[src/rtl/simd_arith_pkg.sv]
package simd_arith_pkg;

    localparam int unsigned OP_W = 5;

    localparam logic [OP_W-1:0] OPC_ADD8  = 5'h01;
    localparam logic [OP_W-1:0] OPC_ADD16 = 5'h02;
    localparam logic [OP_W-1:0] OPC_ADD32 = 5'h03;
    localparam logic [OP_W-1:0] OPC_SUB8  = 5'h05;
    localparam logic [OP_W-1:0] OPC_SUB16 = 5'h06;
    localparam logic [OP_W-1:0] OPC_SUB32 = 5'h07;
    localparam logic [OP_W-1:0] OPC_MUL8  = 5'h09;
    localparam logic [OP_W-1:0] OPC_MUL16 = 5'h0A;
    localparam logic [OP_W-1:0] OPC_MUL32 = 5'h0B;

    typedef enum logic [1:0] {K_NONE, K_ADD, K_SUB, K_MUL} kind_e;
    typedef enum logic [1:0] {W_8, W_16, W_32} width_e;

    typedef struct packed {
        kind_e  kind;
        width_e width;
    } dec_t;

    function automatic dec_t decode_op(logic [OP_W-1:0] op);
        dec_t d;
        d = '{kind: K_NONE, width: W_8};
        case (op)
            OPC_ADD8:  d = '{kind: K_ADD, width: W_8};
            OPC_ADD16: d = '{kind: K_ADD, width: W_16};
            OPC_ADD32: d = '{kind: K_ADD, width: W_32};
            OPC_SUB8:  d = '{kind: K_SUB, width: W_8};
            OPC_SUB16: d = '{kind: K_SUB, width: W_16};
            OPC_SUB32: d = '{kind: K_SUB, width: W_32};
            OPC_MUL8:  d = '{kind: K_MUL, width: W_8};
            OPC_MUL16: d = '{kind: K_MUL, width: W_16};
            OPC_MUL32: d = '{kind: K_MUL, width: W_32};
            default:   d = '{kind: K_NONE, width: W_8};
        endcase
        return d;
    endfunction

endpackage

[src/rtl/simd_pe.sv]
module simd_pe #(
    parameter int unsigned LANE_W = 8,
    parameter int unsigned N_PE   = 4
) (
    input  logic [LANE_W-1:0]        a_slice,
    input  logic [LANE_W*N_PE-1:0]   b_word,
    input  logic [N_PE-1:0]          b_sel,
    output logic [LANE_W*(N_PE+1)-1:0] row
);
    localparam int unsigned PP_W  = 2 * LANE_W;
    localparam int unsigned ROW_W = LANE_W * (N_PE + 1);

    logic [PP_W-1:0] pp [N_PE];

    for (genvar j = 0; j < N_PE; j++) begin : g_mul
        logic [LANE_W-1:0] b_gated;
        assign b_gated = b_sel[j] ? b_word[LANE_W*j +: LANE_W] : '0;
        assign pp[j]   = PP_W'(a_slice) * PP_W'(b_gated);
    end

    always_comb begin
        row = '0;
        for (int j = 0; j < N_PE; j++) begin
            row = row + (ROW_W'(pp[j]) << (LANE_W * j));
        end
    end
endmodule

[src/rtl/simd_split.sv]
module simd_split
    import simd_arith_pkg::*;
#(
    parameter int unsigned LANE_W = 8,
    parameter int unsigned N_PE   = 4
) (
    input  dec_t                         dec,
    input  logic [LANE_W*N_PE-1:0]       opnd_a,
    input  logic [LANE_W*N_PE-1:0]       opnd_b,
    output logic [2*LANE_W*N_PE-1:0]     term_x,
    output logic [2*LANE_W*N_PE-1:0]     term_y,
    output logic [2*N_PE-1:0]            seg_brk,
    output logic [2*N_PE-1:0]            seg_inj
);
    localparam int unsigned OPND_W = LANE_W * N_PE;
    localparam int unsigned DATA_W = 2 * OPND_W;
    localparam int unsigned N_SEG  = 2 * N_PE;
    localparam int unsigned ROW_W  = LANE_W * (N_PE + 1);

    int unsigned lane_bytes;
    logic [N_PE-1:0]  sel  [N_PE];
    logic [ROW_W-1:0] rows [N_PE];

    always_comb begin
        case (dec.width)
            W_8:     lane_bytes = 1;
            W_16:    lane_bytes = 2;
            default: lane_bytes = N_PE;
        endcase
    end

    always_comb begin
        for (int i = 0; i < N_PE; i++) begin
            for (int j = 0; j < N_PE; j++) begin
                sel[i][j] = ((i / lane_bytes) == (j / lane_bytes));
            end
        end
    end

    for (genvar i = 0; i < N_PE; i++) begin : g_pe
        simd_pe #(.LANE_W(LANE_W), .N_PE(N_PE)) u_pe (
            .a_slice (opnd_a[LANE_W*i +: LANE_W]),
            .b_word  (opnd_b),
            .b_sel   (sel[i]),
            .row     (rows[i])
        );
    end

    always_comb begin
        term_x  = '0;
        term_y  = '0;
        seg_brk = '1;
        seg_inj = '0;
        case (dec.kind)
            K_ADD, K_SUB: begin
                term_x[OPND_W-1:0] = opnd_a;
                term_y[OPND_W-1:0] = (dec.kind == K_SUB) ? ~opnd_b : opnd_b;
                for (int k = 0; k < N_PE; k++) begin
                    seg_brk[k] = ((k % lane_bytes) == 0);
                    seg_inj[k] = (dec.kind == K_SUB) && ((k % lane_bytes) == 0);
                end
            end
            K_MUL: begin
                for (int i = 0; i < N_PE; i++) begin
                    if ((i % 2) == 0) begin
                        term_x = term_x + (DATA_W'(rows[i]) << (LANE_W * i));
                    end else begin
                        term_y = term_y + (DATA_W'(rows[i]) << (LANE_W * i));
                    end
                end
                for (int k = 0; k < N_SEG; k++) begin
                    seg_brk[k] = ((k % (2 * lane_bytes)) == 0);
                end
            end
            default: begin
                term_x = '0;
                term_y = '0;
            end
        endcase
    end
endmodule

[src/rtl/simd_part_adder.sv]
module simd_part_adder #(
    parameter int unsigned LANE_W = 8,
    parameter int unsigned N_SEG  = 8
) (
    input  logic [LANE_W*N_SEG-1:0] add_x,
    input  logic [LANE_W*N_SEG-1:0] add_y,
    input  logic [N_SEG-1:0]        brk,
    input  logic [N_SEG-1:0]        inj,
    output logic [LANE_W*N_SEG-1:0] add_sum
);
    always_comb begin : p_chain
        logic [LANE_W:0] part;
        logic            carry;
        logic            cin;
        carry   = 1'b0;
        add_sum = '0;
        for (int k = 0; k < N_SEG; k++) begin
            cin  = brk[k] ? inj[k] : carry;
            part = {1'b0, add_x[LANE_W*k +: LANE_W]}
                 + {1'b0, add_y[LANE_W*k +: LANE_W]}
                 + (LANE_W+1)'(cin);
            add_sum[LANE_W*k +: LANE_W] = part[LANE_W-1:0];
            carry = part[LANE_W];
        end
    end
endmodule

[src/rtl/simd_arith_unit.sv]
module simd_arith_unit
    import simd_arith_pkg::*;
#(
    parameter int unsigned LANE_W = 8,
    parameter int unsigned N_PE   = 4
) (
    input  logic                       clk,
    input  logic                       rst_n,
    input  logic                       in_valid,
    input  logic [OP_W-1:0]            in_opcode,
    input  logic [2*LANE_W*N_PE-1:0]   in_data,
    output logic                       out_valid,
    output logic [2*LANE_W*N_PE-1:0]   out_data
);
    localparam int unsigned OPND_W = LANE_W * N_PE;
    localparam int unsigned DATA_W = 2 * OPND_W;
    localparam int unsigned N_SEG  = 2 * N_PE;

    typedef struct packed {
        logic              in_v;
        logic [OP_W-1:0]   in_op;
        logic [OPND_W-1:0] in_a;
        logic [OPND_W-1:0] in_b;
        logic              p_v;
        logic [DATA_W-1:0] p_x;
        logic [DATA_W-1:0] p_y;
        logic [N_SEG-1:0]  p_brk;
        logic [N_SEG-1:0]  p_inj;
        logic              o_v;
        logic [DATA_W-1:0] o_d;
    } state_t;

    state_t st_d, st_q;

    dec_t              dec;
    logic [DATA_W-1:0] s1_x, s1_y, s2_sum;
    logic [N_SEG-1:0]  s1_brk, s1_inj;

    assign dec = decode_op(st_q.in_op);

    simd_split #(.LANE_W(LANE_W), .N_PE(N_PE)) u_split (
        .dec     (dec),
        .opnd_a  (st_q.in_a),
        .opnd_b  (st_q.in_b),
        .term_x  (s1_x),
        .term_y  (s1_y),
        .seg_brk (s1_brk),
        .seg_inj (s1_inj)
    );

    simd_part_adder #(.LANE_W(LANE_W), .N_SEG(N_SEG)) u_add (
        .add_x   (st_q.p_x),
        .add_y   (st_q.p_y),
        .brk     (st_q.p_brk),
        .inj     (st_q.p_inj),
        .add_sum (s2_sum)
    );

    always_comb begin
        st_d      = st_q;
        st_d.in_v = in_valid;
        if (in_valid) begin
            st_d.in_op = in_opcode;
            st_d.in_a  = in_data[OPND_W-1:0];
            st_d.in_b  = in_data[DATA_W-1:OPND_W];
        end
        st_d.p_v   = st_q.in_v;
        st_d.p_x   = s1_x;
        st_d.p_y   = s1_y;
        st_d.p_brk = s1_brk;
        st_d.p_inj = s1_inj;
        st_d.o_v   = st_q.p_v;
        st_d.o_d   = s2_sum;
    end

    always_ff @(posedge clk) begin
        if (!rst_n) begin
            st_q <= '0;
        end else begin
            st_q <= st_d;
        end
    end

    assign out_valid = st_q.o_v;
    assign out_data  = st_q.o_d;
endmodule

[config.mk]
export PLATFORM = sky130hd
export DESIGN_NAME = simd_arith_unit
export DESIGN_NICKNAME = d
export VERILOG_FILES = /design/src/rtl/simd_arith_pkg.sv /design/src/rtl/simd_pe.sv /design/src/rtl/simd_split.sv /design/src/rtl/simd_part_adder.sv /design/src/rtl/simd_arith_unit.sv
export SDC_FILE = /design/constraint.sdc
export NUM_CORES = 2
export LEC_CHECK = 0
export ABC_AREA = 1
export BUFFER_PORTS_ARGS = -buffer_cell sky130_fd_sc_hd__buf_2
export CAP_MARGIN = 20
export CORE_UTILIZATION = 55
export DETAILED_ROUTE_END_ITERATION = 10
export GPL_TIMING_DRIVEN = 0
export HOLD_SLACK_MARGIN = 0.05
export PLACE_DENSITY_LB_ADDON = 0.05
export SYNTH_ARGS = -nofsm -noshare
export SYNTH_HDL_FRONTEND = slang
export SYNTH_SLANG_ARGS = --single-unit
[constraint.sdc]
create_clock -name clk -period 11.3 [get_ports clk]
set_clock_uncertainty 0.05 [all_clocks]
set_input_delay 2.26 -clock clk [delete_from_list [all_inputs] [get_ports clk]]
set_output_delay 2.26 -clock clk [all_outputs]
set_load 0.01 [all_outputs]
==> results.yml <==
synth:
  synth_warnings: 0
  syn_inst: 7392
  syn_avg_cell_area_um2: 7.25
  synth_edf_count: 0
  syn-num-nets: 8926
  synth_cell_type_count: 59
  yosysSeqAreaShare: 0.101
  synth_top_area_share: 0.235
  synth_area_leaders: "fa_1 (23%), ha_1 (19%), inv_1 (11%), dfxtp_1 (10%), nand2_1 (10%)"
  yosysTopAreaCell: "fa_1"
  synth_area_um2: 53600
  ys_ff_latch: 270
  async_flop_share: 0
  ys.flop_type: "dfxtp_1"
outcome:
  status: "complete, but fails checks"
  violations: "setup timing"
place:
  hpwl_mm: 157
  dp_slack_ps: -1440
  postPlaceCellArea_um2: 56000
  gp_congestion: 1.05
  portBuffers: 136
finish:
  mostFrequentLayoutCell: "inv_1"
  fin_area_um2: 57600
  fin_nets: 9121
  syn_to_final_growth_pct: 7.58
  layout_common_cells: "inv_1 (1522), nand2_1 (1424), ha_1 (832)"
  drive_gt1_frac: 0.0664
  postLayoutCoreUtil: 0.597
worst_setup_path:
  critPathSlowestCell: "fa_2"
  worst_path_most_repeated_cell: "nor2_1"
  cp.required_ps: 11660
  r2r_start: "st_q[65]"
  crit_fanout: 3
  crit_path_start_kind: "flip-flop"
  critical_path_class: "reg -> reg"
  r2r_setup_slack_ps: -1380
  crit_arrival_ps: 13040
  endpoint_kind: "flip-flop"
  rr_worst_depth: 83
  critPathMaxStageDelay_ps: 400
  r2r_end: "out_data[63]"
  cp-startpoint: "st_q[65]"
sta:
  worst_slack_ps: -1380
  setup_viol: 14
  drv_slew: 0
  worst_slew_pin_slew_ps: 1230
  hold_violations: 0
  final.min_clock_period_ps: 12680
  slew_headroom: 0.178
  holdWs_ps: 359
  layout_worst_path_cycle_share: 1.12
  fmax_mhz: 78.9
  rsz0062_at_grt: "true"
clock_network:
  cts_made_buffers: 35
  cts_buffer_depth: 3
  cts_tree: "yes"
  clkTransAtPathRegs_ps: 60
  clkSinkCount: 270
  root_buffer: "clkbuf_16"
  clk-insertion-delay-late_ps: 620
  ctsHtreeMaxLevel: 2
floorplan:
  die_w_um: 314
  rows: 114
  initial_core_util: 0.555
  io_pins: 137
  core_area_um2: 96600
  dieArea_um2: 98700
  fp.dieH_um: 314
hold_path:
  hold_depth: 2
  hold_class: "reg -> reg"
  hold_start: "st_d[64]"
  min_to: "out_valid"
routing:
  via_per_inst: 5.50
  first_pass_iters: 6
  postRouteAntennaNets: 0
  totalWireLength_mm: 185
  wl_per_cell_um: 20.8
  drc: 0
  dr.first_iter.drc_count: 4345
  num_vias: 48866
global_route:
  grt_max_degree: 14
  grt_pass1_wl_mm: 276
  grt_use_total: 0.374
  grt_pass1_vias: 46043
  grt_antenna_before_repair: 8
  overflow: 0
pwr:
  vdd_drop_max_mv: 0.106
  p_per_area_nw_per_um2: 57.0
  p_leak_uw: 0.0333
  power.total_uw: 3290
flow_run:
  max_cap_violations: 0
[repair_timing]
action	CTS	global route
setup buffers	11	19
pin swaps	5	11
hold buffers	0	0
hold endpoints to repair	0	0
resized for setup	21	76
endpoints found under the setup margin	33	63
[kinds of logic (layout without fill, tap and decap cells)]
| logic type | count (synthesis) | count (layout) | synth area share |
|---|---|---|---|
| buffers and inverters | 1843 | 2062 | 0.134 |
| XOR/XNOR | 236 | 236 | 0.0391 |
| flip-flops | 270 | 270 | 0.101 |
| adder cells (fa/ha/maj) | 1462 | 1462 | 0.430 |
| other | 0 | 3 | 0 |
| AO/OA/AOI/OAI | 949 | 949 | 0.0962 |
| AND/OR/NAND/NOR | 2632 | 2632 | 0.201 |
[Yosys cell counts (37+ instances only)]
library cell,count
a21oi_1,490
buf_4,64
clkbuf_1,195
dfxtp_1,270
fa_1,629
ha_1,833
inv_1,1526
nand2_1,1431
nand2_2,44
nand3_1,184
nand4_1,37
nor2_1,803
nor3_1,46
o21ai_0,282
xnor2_1,68
xor2_1,166
[worst max path at each step]
| stage | to | slack (ps) | cells past startpoint |
|---|---|---|---|
| finish | out_data[63] | -1380 | 83 |
| CTS | out_data[63] | -1330 | 83 |
| global placement | out_data[63] | -1340 | 83 |
| detailed placement | out_data[63] | -1440 | 83 |
| global route | out_data[63] | -2040 | 83 |
| floorplan | out_data[62] | -250 | 83 |
[per-layer routing]
metal  part of all wire  vias to the layer above  global-route usage  wire length, um
li1                   -                    23135                   -                -
met1               0.44                    23443               0.531            82000
met2               0.42                     1995               0.552            76900
met3               0.10                      289              0.0871            18700
met4              0.039                        4               0.134             7170
met5            0.00014                        -                   0               26
[worst max-delay path, delay by kind of cell (launching register included)]
family                     cells  cell delay [ps]
buffers and inverters          7              430
and+or+nand+nor               32             2670
adders and majority gates     15             5430
xor gates and xnor gates       1              210
DFF                            1              320
AOI/OAI and AO/OA             28             3370
[area by class of cell]
type / instances / area (um^2)
Multi-Input combinational cell: 5279 / 41400
Clock inverter: 15 / 165
Clock buffer: 46 / 968
Tap cell: 1276 / 1600
Inverter: 1568 / 5900
Antenna cell: 3 / 7.51
Fill cell: 9214 / 38900
Buffer: 265 / 1250
Timing Repair Buffer: 168 / 961
Sequential cell: 270 / 5410
[per-stage QoR]
| stage | instances | setup TNS (ps) |
|---|---|---|
| CTS | 8877 | -10530 |
| finish | 8890 | -11560 |
| global route | 8887 | -21690 |
| global placement | 8804 | -10230 |
| floorplan | 7392 | -1010 |
| detailed placement | 8806 | -12690 |
[state kept, by name, summed over array words and instances (netlist names), named ones only]
register,cells
out_data,64
out_valid,1
st_d,2
st_q,199
[power breakdown]
group / switching [uW] / total, uW / leakage, uW / internal, uW
combinational: 805 / 1120 / 0.0305 / 315
clock: 497 / 1150 / 0.000554 / 657
sequential: 30.3 / 1010 / 0.00220 / 983
total: 1330 / 3290 / 0.0333 / 1950
(Power assumes the default switching activity.)
